==> src/rtl/fpsb_pkg.sv <==
package fpsb_pkg;

   localparam int FPSB_W = 32;

   typedef enum logic [1:0] {
      FPSB_NONE = 2'd0,
      FPSB_CLR  = 2'd1,
      FPSB_SET  = 2'd2,
      FPSB_BAD  = 2'd3
   } fpsb_op_e;

   // big-endian bit indices
   localparam int BE_FX  = 0;
   localparam int BE_FEX = 1;
   localparam int BE_VX  = 2;
   localparam int BE_OX  = 3;
   localparam int BE_UX  = 4;
   localparam int BE_ZX  = 5;
   localparam int BE_XX  = 6;
   localparam int BE_VE  = 24;
   localparam int BE_OE  = 25;
   localparam int BE_UE  = 26;
   localparam int BE_ZE  = 27;
   localparam int BE_XE  = 28;

   function automatic int be2vec(input int i);
      return FPSB_W - 1 - i;
   endfunction

   function automatic logic calc_vx(input logic [FPSB_W-1:0] s);
      logic r;
      r = 1'b0;
      for (int k = 7; k <= 12; k++) r = r | s[be2vec(k)];
      for (int k = 21; k <= 23; k++) r = r | s[be2vec(k)];
      return r;
   endfunction

   function automatic logic calc_fex(input logic [FPSB_W-1:0] s, input logic vx);
      return (vx              & s[be2vec(BE_VE)]) |
             (s[be2vec(BE_OX)] & s[be2vec(BE_OE)]) |
             (s[be2vec(BE_UX)] & s[be2vec(BE_UE)]) |
             (s[be2vec(BE_ZX)] & s[be2vec(BE_ZE)]) |
             (s[be2vec(BE_XX)] & s[be2vec(BE_XE)]);
   endfunction

endpackage

==> src/rtl/fpsb_decode.sv <==
module fpsb_decode
   import fpsb_pkg::*;
#(
   parameter int INSTR_W  = 32,
   parameter int OPC_W    = 6,
   parameter int IDX_W    = 5,
   parameter int XO_W     = 10,
   parameter int PRIMARY  = 63,
   parameter int XO_CLEAR = 70,
   parameter int XO_SET   = 38
) (
   input  logic               valid,
   input  logic [INSTR_W-1:0] word,
   output fpsb_op_e           op,
   output logic [IDX_W-1:0]   idx,
   output logic               rc
);

   localparam int IDX_TOP = INSTR_W - 1 - OPC_W;

   generate
      if (XO_CLEAR == XO_SET) begin : g_bad_xo
         $error("fpsb_decode: clear and set extended opcodes must differ");
      end
      if (OPC_W + IDX_W + XO_W + 1 > INSTR_W) begin : g_bad_fields
         $error("fpsb_decode: fields exceed instruction width");
      end
   endgenerate

   logic [OPC_W-1:0] opcd;
   logic [XO_W-1:0]  xo;

   assign opcd = word[INSTR_W-1 -: OPC_W];
   assign xo   = word[XO_W:1];
   assign idx  = word[IDX_TOP -: IDX_W];
   assign rc   = word[0];

   always_comb begin
      if (!valid)
         op = FPSB_NONE;
      else if (opcd == OPC_W'(PRIMARY) && xo == XO_W'(XO_CLEAR))
         op = FPSB_CLR;
      else if (opcd == OPC_W'(PRIMARY) && xo == XO_W'(XO_SET))
         op = FPSB_SET;
      else
         op = FPSB_BAD;
   end

   // a decoded clear or set always carries the primary opcode
   always_comb begin
      if (op == FPSB_CLR || op == FPSB_SET)
         p_primary_r1: assert (opcd == OPC_W'(PRIMARY));
   end

endmodule

==> src/rtl/fpsb_bitwrite.sv <==
module fpsb_bitwrite
   import fpsb_pkg::*;
#(
   parameter int W     = 32,
   parameter int IDX_W = 5
) (
   input  logic [W-1:0]     cur,
   input  logic             we,
   input  logic             set_val,
   input  logic [IDX_W-1:0] idx,
   output logic [W-1:0]     nxt
);

   generate
      if (W != FPSB_W) begin : g_bad_w
         $error("fpsb_bitwrite: width must match the status layout");
      end
      if ((1 << IDX_W) < W) begin : g_bad_idx
         $error("fpsb_bitwrite: index too narrow for width");
      end
   endgenerate

   logic [W-1:0] raw;
   logic         vx_s;
   logic         fex_s;

   genvar b;
   generate
      for (b = 0; b < W; b++) begin : g_bit
         localparam int BE = W - 1 - b;
         if (BE == BE_FEX) begin : g_fex
            assign raw[b] = cur[b];
            assign nxt[b] = fex_s;
         end else if (BE == BE_VX) begin : g_vx
            assign raw[b] = cur[b];
            assign nxt[b] = vx_s;
         end else begin : g_plain
            assign raw[b] = (we && idx == IDX_W'(BE)) ? set_val : cur[b];
            assign nxt[b] = raw[b];
         end
      end
   endgenerate

   assign vx_s  = calc_vx(raw);
   assign fex_s = calc_fex(raw, vx_s);

   // with no write pending, ordinary bits pass through untouched
   always_comb begin
      if (!we)
         p_passthru_r5: assert ((nxt & ~32'h6000_0000) == (cur & ~32'h6000_0000));
   end

endmodule

==> src/rtl/fp_status_bitop.sv <==
module fp_status_bitop
   import fpsb_pkg::*;
#(
   parameter int W        = 32,
   parameter int CR_W     = 4,
   parameter int IDX_W    = 5,
   parameter int PRIMARY  = 63,
   parameter int XO_CLEAR = 70,
   parameter int XO_SET   = 38
) (
   input  logic          clk,
   input  logic          rst,
   input  logic          ld_en,
   input  logic [31:0]   ld_data,
   input  logic          instr_valid,
   input  logic [31:0]   instr_word,
   output logic [31:0]   status_q,
   output logic [3:0]    cr1_q,
   output logic          done,
   output logic          illegal
);

   generate
      if (W != 32 || CR_W != 4) begin : g_bad_cfg
         $error("fp_status_bitop: port widths fixed at 32 and 4");
      end
   endgenerate

   fpsb_op_e         dec_op;
   logic [IDX_W-1:0] dec_idx;
   logic             dec_rc;
   logic [W-1:0]     ins_nxt;
   logic [W-1:0]     ld_norm;
   logic             ins_we;

   fpsb_decode #(
      .INSTR_W (W),
      .IDX_W   (IDX_W),
      .PRIMARY (PRIMARY),
      .XO_CLEAR(XO_CLEAR),
      .XO_SET  (XO_SET)
   ) dec_u (
      .valid(instr_valid),
      .word (instr_word),
      .op   (dec_op),
      .idx  (dec_idx),
      .rc   (dec_rc)
   );

   assign ins_we = (dec_op == FPSB_CLR) || (dec_op == FPSB_SET);

   fpsb_bitwrite #(.W(W), .IDX_W(IDX_W)) ins_u (
      .cur    (status_q),
      .we     (ins_we),
      .set_val(dec_op == FPSB_SET),
      .idx    (dec_idx),
      .nxt    (ins_nxt)
   );

   fpsb_bitwrite #(.W(W), .IDX_W(IDX_W)) ld_u (
      .cur    (ld_data),
      .we     (1'b0),
      .set_val(1'b0),
      .idx    ('0),
      .nxt    (ld_norm)
   );

   always_ff @(posedge clk) begin
      if (rst) begin
         status_q <= '0;
         cr1_q    <= '0;
         done     <= 1'b0;
         illegal  <= 1'b0;
      end else begin
         done    <= 1'b0;
         illegal <= 1'b0;
         if (ld_en) begin
            status_q <= ld_norm;
         end else if (ins_we) begin
            status_q <= ins_nxt;
            done     <= 1'b1;
            if (dec_rc) cr1_q <= ins_nxt[W-1 -: CR_W];
         end else if (dec_op == FPSB_BAD) begin
            illegal <= 1'b1;
         end
      end
   end

   // stored summary bits agree with the other status bits
   p_summary_r5: assert property (@(posedge clk) disable iff (rst)
      status_q[30] == calc_fex(status_q, status_q[29]) && status_q[29] == calc_vx(status_q));

   // record form mirrors the top four status bits
   p_rc_copy_r6: assert property (@(posedge clk) disable iff (rst)
      done && $past(dec_rc) |-> cr1_q == status_q[31:28]);

   // non-record form leaves the condition field alone
   p_rc_hold_r7: assert property (@(posedge clk) disable iff (rst)
      done && !$past(dec_rc) |-> $stable(cr1_q));

   // an illegal word changes no state
   p_illegal_quiet_r8: assert property (@(posedge clk) disable iff (rst)
      illegal |-> $stable(status_q) && $stable(cr1_q) && !done);

   // done follows a strobe by one cycle with no load in the way
   p_done_origin_r9: assert property (@(posedge clk) disable iff (rst)
      done |-> $past(instr_valid) && !$past(ld_en));

   // clear drives the selected ordinary bit to zero
   p_clear_bit_r3: assert property (@(posedge clk) disable iff (rst)
      done && $past(dec_op == FPSB_CLR) && $past(dec_idx) > 5'd2
      |-> status_q[5'd31 - $past(dec_idx)] == 1'b0);

   // set drives the selected ordinary bit to one
   p_set_bit_r4: assert property (@(posedge clk) disable iff (rst)
      done && $past(dec_op == FPSB_SET) && $past(dec_idx) > 5'd2
      |-> status_q[5'd31 - $past(dec_idx)] == 1'b1);

   // a load in the same cycle suppresses instruction results
   p_load_wins_r11: assert property (@(posedge clk) disable iff (rst)
      ld_en |=> !done && !illegal);

endmodule

==> config.mk <==
export PLATFORM = sky130hd
export DESIGN_NAME = fp_status_bitop
export DESIGN_NICKNAME = d
export VERILOG_FILES = /design/src/rtl/fpsb_pkg.sv /design/src/rtl/fpsb_decode.sv /design/src/rtl/fpsb_bitwrite.sv /design/src/rtl/fp_status_bitop.sv
export SDC_FILE = /design/constraint.sdc
export NUM_CORES = 1
export LEC_CHECK = 0
export ABC_AREA = 1
export BUFFER_PORTS_ARGS = -buffer_cell sky130_fd_sc_hd__buf_2
export CORE_ASPECT_RATIO = 0.8
export CORE_MARGIN = 8
export CORE_UTILIZATION = 54
export CTS_BUF_LIST = sky130_fd_sc_hd__clkbuf_8
export DETAILED_ROUTE_END_ITERATION = 16
export GPL_TIMING_DRIVEN = 1
export PLACE_DENSITY = 0.91
export SLEW_MARGIN = 0
export SYNTH_ARGS = -nofsm -noshare
export SYNTH_HDL_FRONTEND = slang
export SYNTH_HIERARCHICAL = 1
export SYNTH_SLANG_ARGS = --single-unit
==> constraint.sdc <==
create_clock -name clk -period 2.76 [get_ports clk]
set_input_delay 0.276 -clock clk [delete_from_list [all_inputs] [get_ports clk]]
set_output_delay 0.276 -clock clk [all_outputs]
set_load 0.01 [all_outputs]
Word-level counts from Yosys, hierarchy flattened --
Cells that the tools add are included.
Storage, ports and cells: register bits 38, input bits 68, output and inout bits 38, word-level logic and storage cells 182
Cells by class: eq/ne operators 35, multiplexer cells 37, bitwise gates (word level) 35, reductions and logical operators 60
Operators by type and width (number):
- equality test 5 bit, second input constant | 16
- 2-to-1 mux 32 bit | 2
- equality test 5 x 4 -> 1 bit, second input constant | 8
- 2-to-1 mux 1 bit | 33
- logical AND 1 bit | 32
- OR 1 bit | 24
- nonzero test 2 bit | 12
- AND reduction 2 bit | 11
- equality test 5 x 3 -> 1 bit, second input constant | 4
- AND 1 bit | 10
- equality test 10 x 6 -> 1 bit, second input constant | 1
- equality test 10 x 7 -> 1 bit, second input constant | 1
- equality test 6 bit, second input constant | 1
- equality test 5 x 2 -> 1 bit, second input constant | 1
- zero test 5 bit | 1
- equality test 2 bit, second input constant | 2
- 2-to-1 mux 2 bit | 2
- AND reduction 3 bit | 1
- OR reduction 3 bit | 1
- equality test 2 x 1 -> 1 bit, second input constant | 1
- OR reduction 2 bit | 1
- logical OR 1 bit | 1
- inverter 1 bit | 1

Longest topological paths before layout --
Gate-level depths: netlist of the first run.
word-level depth 24, depth in mapped cells 25, mapped depth without buffers 23

Hierarchy --
The synthesis of the first run kept the hierarchy.
By module, submodules not included:
- fp_status_bitop | times used 1, cells each 277, area an instance 1830.5 µm², seq. area each 760.7 µm²
- fpsb_bitwrite | times used 2, cells each 158, area an instance 690.7 µm², seq. area each 0.0 µm²
- fpsb_decode | times used 1, cells each 38, area an instance 168.9 µm², seq. area each 0.0 µm²

Worst setup path after synthesis of the first run --
OpenSTA, ideal clock, no wires.
kind in2reg, from in instr_word[9], to reg cr1_q[2], setup time 0.113 ns, arrival time 2.399 ns, required time 2.647 ns, slack 0.248 ns, stages 23, buffers on the path 2, cells stage by stage inv_1 nand2_1 nor2_1 nand3_1 nor2_1 nor2_1 inv_1 ha_1 buf_4 inv_2 nand2_1 nor2_1 nand2_1 nand2_1 o21ai_1 nor2_1 nand3_1 nand2_1 nand2_1 buf_4 nand3b_1 nand2_1 nor2_1
On the way: elaborated cells between the ends (all ways) 64, those cells by class 4 x eq/ne; 21 x mux; 17 x bitwise; 22 x reduce/logical
RTL lines:
- start: declaration | RTL line fp_status_bitop.sv:16 | input logic [31:0] instr_word,
- equality test 10 x 6 -> 1 bit | RTL line fpsb_decode.sv:43 | else if (opcd == OPC_W'(PRIMARY) && xo == XO_W'(XO_SET))
- logical AND 1 bit | RTL line fpsb_decode.sv:43
- 2-to-1 mux 1 bit | RTL line fpsb_decode.sv:43
- 2-to-1 mux 2 bit * | RTL line fpsb_decode.sv:41 | else if (opcd == OPC_W'(PRIMARY) && xo == XO_W'(XO_CLEAR))
- 2-to-1 mux 2 bit * | RTL line fpsb_decode.sv:39 | if (!valid)
- named net dec_op[0] | RTL line fp_status_bitop.sv:29 | fpsb_op_e dec_op;
- equality test 2 x 1 -> 1 bit or equality test 2 bit (tied branches)
- logical OR 1 bit *
- named net ins_we | RTL line fp_status_bitop.sv:34 | logic ins_we;
- [2 not listed]
- named net ins_nxt[9] | RTL line fp_status_bitop.sv:32 | logic [W-1:0] ins_nxt;
- OR 1 bit * (2 in series) | RTL line fpsb_pkg.sv:34 | for (int k = 21; k <= 23; k++) r = r | s[be2vec(k)];
- named net ins_u.vx_s | RTL line fpsb_bitwrite.sv:24 | logic vx_s;
- AND 1 bit * | RTL line fpsb_pkg.sv:39 | return (vx & s[be2vec(BE_VE)]) |
- OR 1 bit * | RTL line fpsb_pkg.sv:39
- OR 1 bit * | RTL line fpsb_pkg.sv:40 | (s[be2vec(BE_OX)] & s[be2vec(BE_OE)]) |
- OR 1 bit * | RTL line fpsb_pkg.sv:41 | (s[be2vec(BE_UX)] & s[be2vec(BE_UE)]) |
- OR 1 bit * | RTL line fpsb_pkg.sv:42 | (s[be2vec(BE_ZX)] & s[be2vec(BE_ZE)]) |
- named net ins_u.fex_s | RTL line fpsb_bitwrite.sv:25 | logic fex_s;
- end signal: assignment | RTL line fp_status_bitop.sv:82 | if (dec_rc) cr1_q <= ins_nxt[W-1 -: CR_W];
- end: declaration | RTL line fp_status_bitop.sv:18 | output logic [3:0] cr1_q,
The timed path passes the listed nets; every way through them passes the cells marked *. A chain may end at the register's enable or synchronous reset.

Final worst setup path of the first run --
from in instr_word[4], to reg cr1_q[2]
On the way: elaborated cells between the ends (all ways) 64, those cells by class 4 x eq/ne; 21 x mux; 17 x bitwise; 22 x reduce/logical
RTL lines (RTL line):
- equality test 10 x 7 -> 1 bit * | fpsb_decode.sv:41
- logical AND 1 bit * | fpsb_decode.sv:41
- 2-to-1 mux 2 bit * | fpsb_decode.sv:41
- 2-to-1 mux 2 bit * | fpsb_decode.sv:39
- named net dec_op[1] | fp_status_bitop.sv:29
- equality test 2 x 1 -> 1 bit or equality test 2 bit (tied branches)
- logical OR 1 bit *
- named net ins_we | fp_status_bitop.sv:34
- [2 not listed]
- named net ins_nxt[9] | fp_status_bitop.sv:32
- OR 1 bit * (2 in series) | fpsb_pkg.sv:34
- named net ins_nxt[29] | fp_status_bitop.sv:32
- AND 1 bit * | fpsb_pkg.sv:39
- OR 1 bit * | fpsb_pkg.sv:39
- OR 1 bit * | fpsb_pkg.sv:40
- OR 1 bit * | fpsb_pkg.sv:41
- OR 1 bit * | fpsb_pkg.sv:42
- named net ins_nxt[30] | fp_status_bitop.sv:32
Marked as above.

==> results of run 1 <==
## path summary, 6_finish.rpt
| path | start | to | slack, ps |
|---|---|---|---|
| max | instr_word[4] | cr1_q[2]$_SDFFE_PP0P_ | 260 |
| min | rst | cr1_q[3]$_SDFFE_PP0P_ | 220 |
| max reg2reg | status_q[8]$_SDFFE_PP0P_ | cr1_q[2]$_SDFFE_PP0P_ | 1350 |
| min reg2reg | status_q[29]$_SDFFE_PP0P_ | status_q[29]$_SDFFE_PP0P_ | 460 |
## cell usage in the layout (no fill, tap or decap), types with 3 or more instances in the layout
cell type    n
nor2_2      13
inv_2       10
conb_1      27
inv_1       77
nor2_1      40
buf_4       12
o21ai_0     23
nand3_1     93
nor2_4       3
a31oi_1     12
nand2_2      3
a21oi_1     13
dfxtp_1     38
clkbuf_8     6
buf_2       93
o21ai_1     14
nand2_1    253
## flip-flops by register name, summed over array words and instances, names as in the netlist
name      count
cr1_q         4
done          1
illegal       1
status_q     32
## critical path, stage by stage
cell,delay (ps)
buf_2,90
inv_1,50
nand2_1,50
nor2_1,100
nand3_1,90
nor2_1,110
nor2_1,70
ha_1,310
inv_2,110
nand2_1,150
nor2_1,180
nand2_1,100
nand2_1,90
o21ai_1,100
nor2_2,190
nand3_1,130
nand2_1,100
nand2_1,110
nand3b_1,170
nand2_1,60
nor2_1,40
## power breakdown
part           switching [W]  internal [W]  leakage, nW
Clock               0.000203      0.000198       0.0524
Combinational       0.000299      0.000159         1.97
Sequential         0.0000274      0.000584        0.313
## metal layers
layer	vias to the layer above	track usage (%)	wire length [µm]
met4	0	6.68	235
met5	-	0	0
li1	2151	-	-
met2	240	39.7	4940
met3	24	6.38	1260
met1	1838	29.7	4640
## metrics by stage
| step | instances | setup TNS (ps) | util, % | worst slack [ps] |
|---|---|---|---|---|
| after CTS | 819 | 0 | 67.2 | 270 |
| after global placement | 811 | 0 | 65.7 | 65.1 |
| after detailed placement | 811 | -61.5 | 65.7 | -36.9 |
| after global routing | 819 | 0 | 67.2 | 19.2 |
| final | 819 | 0 | 67.2 | 264 |
| after floorplan | 657 | 0 | - | 248 |
## kinds of logic after synthesis
logic type | count (synthesis)
AND/OR/NAND/NOR | 410
buffers and inverters | 118
AO/OA/AOI/OAI | 62
flip-flops | 38
adder cells (fa/ha/maj) | 2
other | 1
## cells in the mapped netlist
cell      number
buf_4         12
a31oi_1       12
buf_2          7
nand3_1       93
buf_6          5
inv_2         10
nor2_1        41
conb_1         1
nor3_2         1
o21ai_0       23
dfxtp_1       38
inv_1         76
clkbuf_1       6
nand2_2        3
nor2_4         3
nor2_2        12
o21ai_1       14
nand2_1      253
nand3b_1       2
nor3_1         2
buf_1          2
ha_1           2
a21oi_1       13
## layout make-up
class	instances	area (µm²)	share of cell area, %
Multi-Input combinational cell	501	2190	54.4
Sequential cell	38	761	18.9
Timing Repair Buffer	105	556	13.8
Inverter	86	323	8.03
Tap cell	81	101	2.52
Clock buffer	6	82.6	2.06
Clock inverter	2	8.76	0.218
## repair_timing
| action | in CTS | in global routing |
|---|---|---|
| endpoints found under the setup margin | 0 | 2 |
| resized for setup | 0 | 1 |
| endpoints found under the hold margin | 0 | 0 |
==> flow_summary.toml, run 1 <==
[detailed_routing]
totalWireLength_mm = 11.1
drtAntennaViolNets = 0
viasPerCell = 5.19
dr.pass1.iters = 5
wl_per_cell_um = 13.5
drtIter0Drc = 426
num_vias = 4253
drc = 0

[final_layout]
fin_area_um2 = 4020
antenna_cells = 0
syn2layout_area_growth_pct = 18.8
drive_gt1_share_pct = 19.2
fill_cells = 593
layout.nets = 807

[sta]
clock-skew-final_ps = 2.08
setup_viol = 0
whs_ps = 225
period_needed_ps = 2500
rsz0062_at_grt = "no"
maxSlewHeadroom_pct = 57.7
finalHoldViolations = 0
report.final.slew_viol_count = 0
tightest_slew_ps = 634
fin_crit_sh_pct = 90.4
max_freq_mhz = 401

[logic_synthesis]
synth_seq_area_share_pct = 22.5
syn_area_per_cell_um2 = 5.36
synth_top_area_share_pct = 28.1
synth_top_cell_by_area = "nand2_1"
synth_area_um2 = 3380
synth-xor-area-share_pct = 0
synth.area.top_cells = "nand2_1, dfxtp_1, nand3_1"
synth_compound_area_share_pct = 9.62
yosys_warnings = 6
ys_ff_latch = 38
synth_top_family_by_area = "simple AND/OR/NAND/NOR gates"
syn_inst = 631
synth-adder-area-share_pct = 0.740
muxShareOfSynthArea_pct = 0
synth_simple_gate_area_share_pct = 51.2
yosys.cell_types.count = 23

[global_routing]
antenna_found_initial = 0
gr-total-overflow = 0
grt_max_degree = 38
grt_use_total_pct = 23.9
grt_pass1_vias = 3937
grt_pass1_wl_mm = 18.1

[floorplanning]
die_area_um2 = 9060
initial_core_util_pct = 56.6
num_rows = 25
dieWidth_um = 104
fp.dieH_um = 86.8
io_pins = 106
core-area_um2 = 5970

[run_status]
outcome = "finished clean"

[critical_path]
cp-start-kind = "primary input"
end_kind = "register"
worst-setup-path-type = "primary input to register"
reg2reg_depth = 11
required_ps = 2950
arrival_ps = 2690
worstPathMaxFanout = 4

[min_path]
hold_depth = 2
hold_class = "primary input to register"

[clocking]
cts_tree = "yes"
cts_root_buf = "clkbuf_8"
cts_hold_buf = 0
cts.sinks = 38
postCtsSetupBuffers = 0
clk_latency_ps = 290
cts_made_buffers = 5
ctsLongestPathBuffers = 2
cts_max_level = 2
cts.clk_slew.worst_paths_ps = 80

[pwr]
leakage_nw = 2.34
ir_drop_mv = 0.378
p_total_w = 0.00147
power_density_nw_per_um2 = 366

[job]
maxCapViolations = 0

[placement]
placed_cell_area_um2 = 3920
globalplace.congestion = 0.999
port_buffers = 93
hpwl_mm = 8.71
Power figures use the tool's default switching activity.
==> run 2: changes to the inputs <==
--- a/config.mk
+++ b/config.mk
@@ -6,7 +6,7 @@
 export NUM_CORES = 1
 export LEC_CHECK = 0
 export ABC_AREA = 1
-export BUFFER_PORTS_ARGS = -buffer_cell sky130_fd_sc_hd__buf_2
+export BUFFER_PORTS_ARGS = -buffer_cell sky130_fd_sc_hd__buf_4
 export CORE_ASPECT_RATIO = 0.8
 export CORE_MARGIN = 8
 export CORE_UTILIZATION = 54
==> constraint.sdc (replaced) <==
create_clock -name clk -period 2.8 [get_ports clk]
set_input_delay 0.28 -clock clk [delete_from_list [all_inputs] [get_ports clk]]
set_output_delay 0.28 -clock clk [all_outputs]
set_load 0.01 [all_outputs]
==> run 2 against run 1 <==
Net effect:
- sequential cell count unchanged
- critical path type unchanged
- sequential share of layout area is 1.1 points lower
- design area rose by 5.9%
==> flow_summary.toml, run 2 (same netlist as run 1, synthesis figures left out) <==
[global_routing]
use_met3_pct = 6.30
grtUsageMet2_pct = 40.0
grt_pass1_vias = 4188
grt_pass1_wl_mm = 18.9
grt_max_degree = 38
busiest_layer = "met2"
grt_use_total_pct = 24.9
grt.met1_usage_pct = 30.5
gr-total-overflow = 0
antenna_found_initial = 0

[final_layout]
fin_util_pct = 71.2
mostFrequentLayoutCells = "nand2_1, buf_4, nand3_1"
drive_gt1_share_pct = 19.2
multiInputGateArea_um2 = 2180
largestRegisters = "status_q (32), cr1_q (4)"
largest_reg_flops = 32
stdcell_count = 820
layout.nets = 808
seqCellArea_um2 = 761
antenna_cells = 0
fin_area_um2 = 4260
syn2layout_area_growth_pct = 25.9
final_common_cell = "nand2_1"
fill_cells = 578
largest_register = "status_q"

[clocking]
cts_hold_buf = 0
clk_latency_ps = 290
cts_max_level = 2
cts_made_buffers = 5
cts.repair.resized = 0
cts_root_buf = "clkbuf_8"
cts_tree = "yes"
ctsLongestPathBuffers = 2
postCtsSetupBuffers = 0
cts.sinks = 38
cts.clk_slew.worst_paths_ps = 70

[critical_path]
worstPathMaxFanout = 3
cp-start-kind = "primary input"
worst-setup-path-type = "primary input to register"
reg2reg_slack_ps = 1340
required_ps = 2990
r2r-end = "cr1_q[2]$_SDFFE_PP0P_"
end_kind = "register"
critical_path.startpoint = "instr_word[30]"
r2r_start = "status_q[8]$_SDFFE_PP0P_"
reg2reg_depth = 11
arrival_ps = 2710

[floorplanning]
num_rows = 25
fp.dieH_um = 86.8
dieWidth_um = 104
initial_core_util_pct = 56.6
core-area_um2 = 5970
io_pins = 106
die_area_um2 = 9060

[min_path]
worst_hold_path.endpoint = "cr1_q[3]$_SDFFE_PP0P_"
hold_class = "primary input to register"
hold_depth = 2
hold_start = "rst"

[detailed_routing]
drtIter0Drc = 358
drtAntennaViolNets = 0
wl_per_cell_um = 13.8
dr.pass1.iters = 6
viasPerCell = 5.30
totalWireLength_mm = 11.3
num_vias = 4350
drc = 0

[job]
maxCapViolations = 0

[sta]
setup_tns_ps = 0
setup_viol = 0
report.final.slew_viol_count = 0
max_freq_mhz = 397
fin_crit_sh_pct = 89.9
finalHoldViolations = 0
rsz0062_at_grt = "no"
maxSlewHeadroom_pct = 59.1
clock-skew-final_ps = 5.00
tightest_slew_ps = 611
period_needed_ps = 2520

[pwr]
power_density_nw_per_um2 = 351
switchingPower_w = 0.000526
p_int_w = 0.000968
p_total_w = 0.00149
ir_drop_mv = 0.304
leakage_nw = 2.39
p_sw_share_pct = 35.2
pwr-share-comb_pct = 33.1
p_seq_share_pct = 40.6
clockPowerShare_pct = 26.4

[placement]
globalplace.congestion = 0.973
hpwl_mm = 8.95
placed_cell_area_um2 = 4160
placed_cells = 812
port_buffers = 93

[run_status]
outcome = "finished clean"
run 2: cell count changes in the layout (fill, tap and decap cells not counted), sizes merged:
| cell | change |
|---|---|
| buf | +1 |
run 2: routing by layer:
metal / wire [µm] / vias to the layer above / share of wire (%)
li1: - / 2151 / -
met1: 4690 / 1882 / 41
met2: 4870 / 266 / 43
met3: 1260 / 51 / 11
met4: 488 / 0 / 4.3
met5: 0 / - / 0
run 2: how the worst max path moves through the flow:
stage | slack, ps | depth (start not counted) | end
finish | 280 | 21 | cr1_q[2]$_SDFFE_PP0P_
global route | 3 | 22 | cr1_q[2]$_SDFFE_PP0P_
floorplan | 280 | 23 | cr1_q[2]$_SDFFE_PP0P_
detailed placement | 40 | 22 | cr1_q[2]$_SDFFE_PP0P_
CTS | 330 | 22 | cr1_q[2]$_SDFFE_PP0P_
global placement | 140 | 22 | cr1_q[2]$_SDFFE_PP0P_
run 2: power by group through the flow:
stage / logic (W) / registers, W / clock network, W
after floorplan: 0.000295 / 0.000626 / 0
after global placement: 0.000464 / 0.000615 / 0
after detailed placement: 0.000475 / 0.000617 / 0
after CTS: 0.000478 / 0.000605 / 0.000397
after global routing: 0.000549 / 0.000610 / 0.000426
final: 0.000494 / 0.000606 / 0.000394
run 2: cell type report:
class                   count  area share [%]
multi-input cells         501            51.3
well taps                  81            2.38
flip-flops and latches     38            17.9
repair buffers            106            18.7
clock buffers               6            1.94
clock inverters             2           0.206
inverters                  86            7.59
run 2: worst max-delay path, cell delays in order:
cell and delay, ps:
buf_4 110, nand2_1 70, nor2_1 50, nand3_1 90
nor2_1 60, nor2_1 120, inv_1 60, ha_1 310
inv_2 100, nand2_1 110, nor2_1 250, nand2_1 120
nand2_1 70, o21ai_1 70, nor2_1 260, nand3_1 150
nand2_1 80, nand2_1 80, nand3b_1 160, nand2_1 60
nor2_1 50
run 2: per-stage QoR:
step	setup WS [ps]	hold slack, ps
detailed placement	37.6	453
finish	283	189
CTS	325	185
floorplan	284	349
global placement	142	442
global route	2.75	190
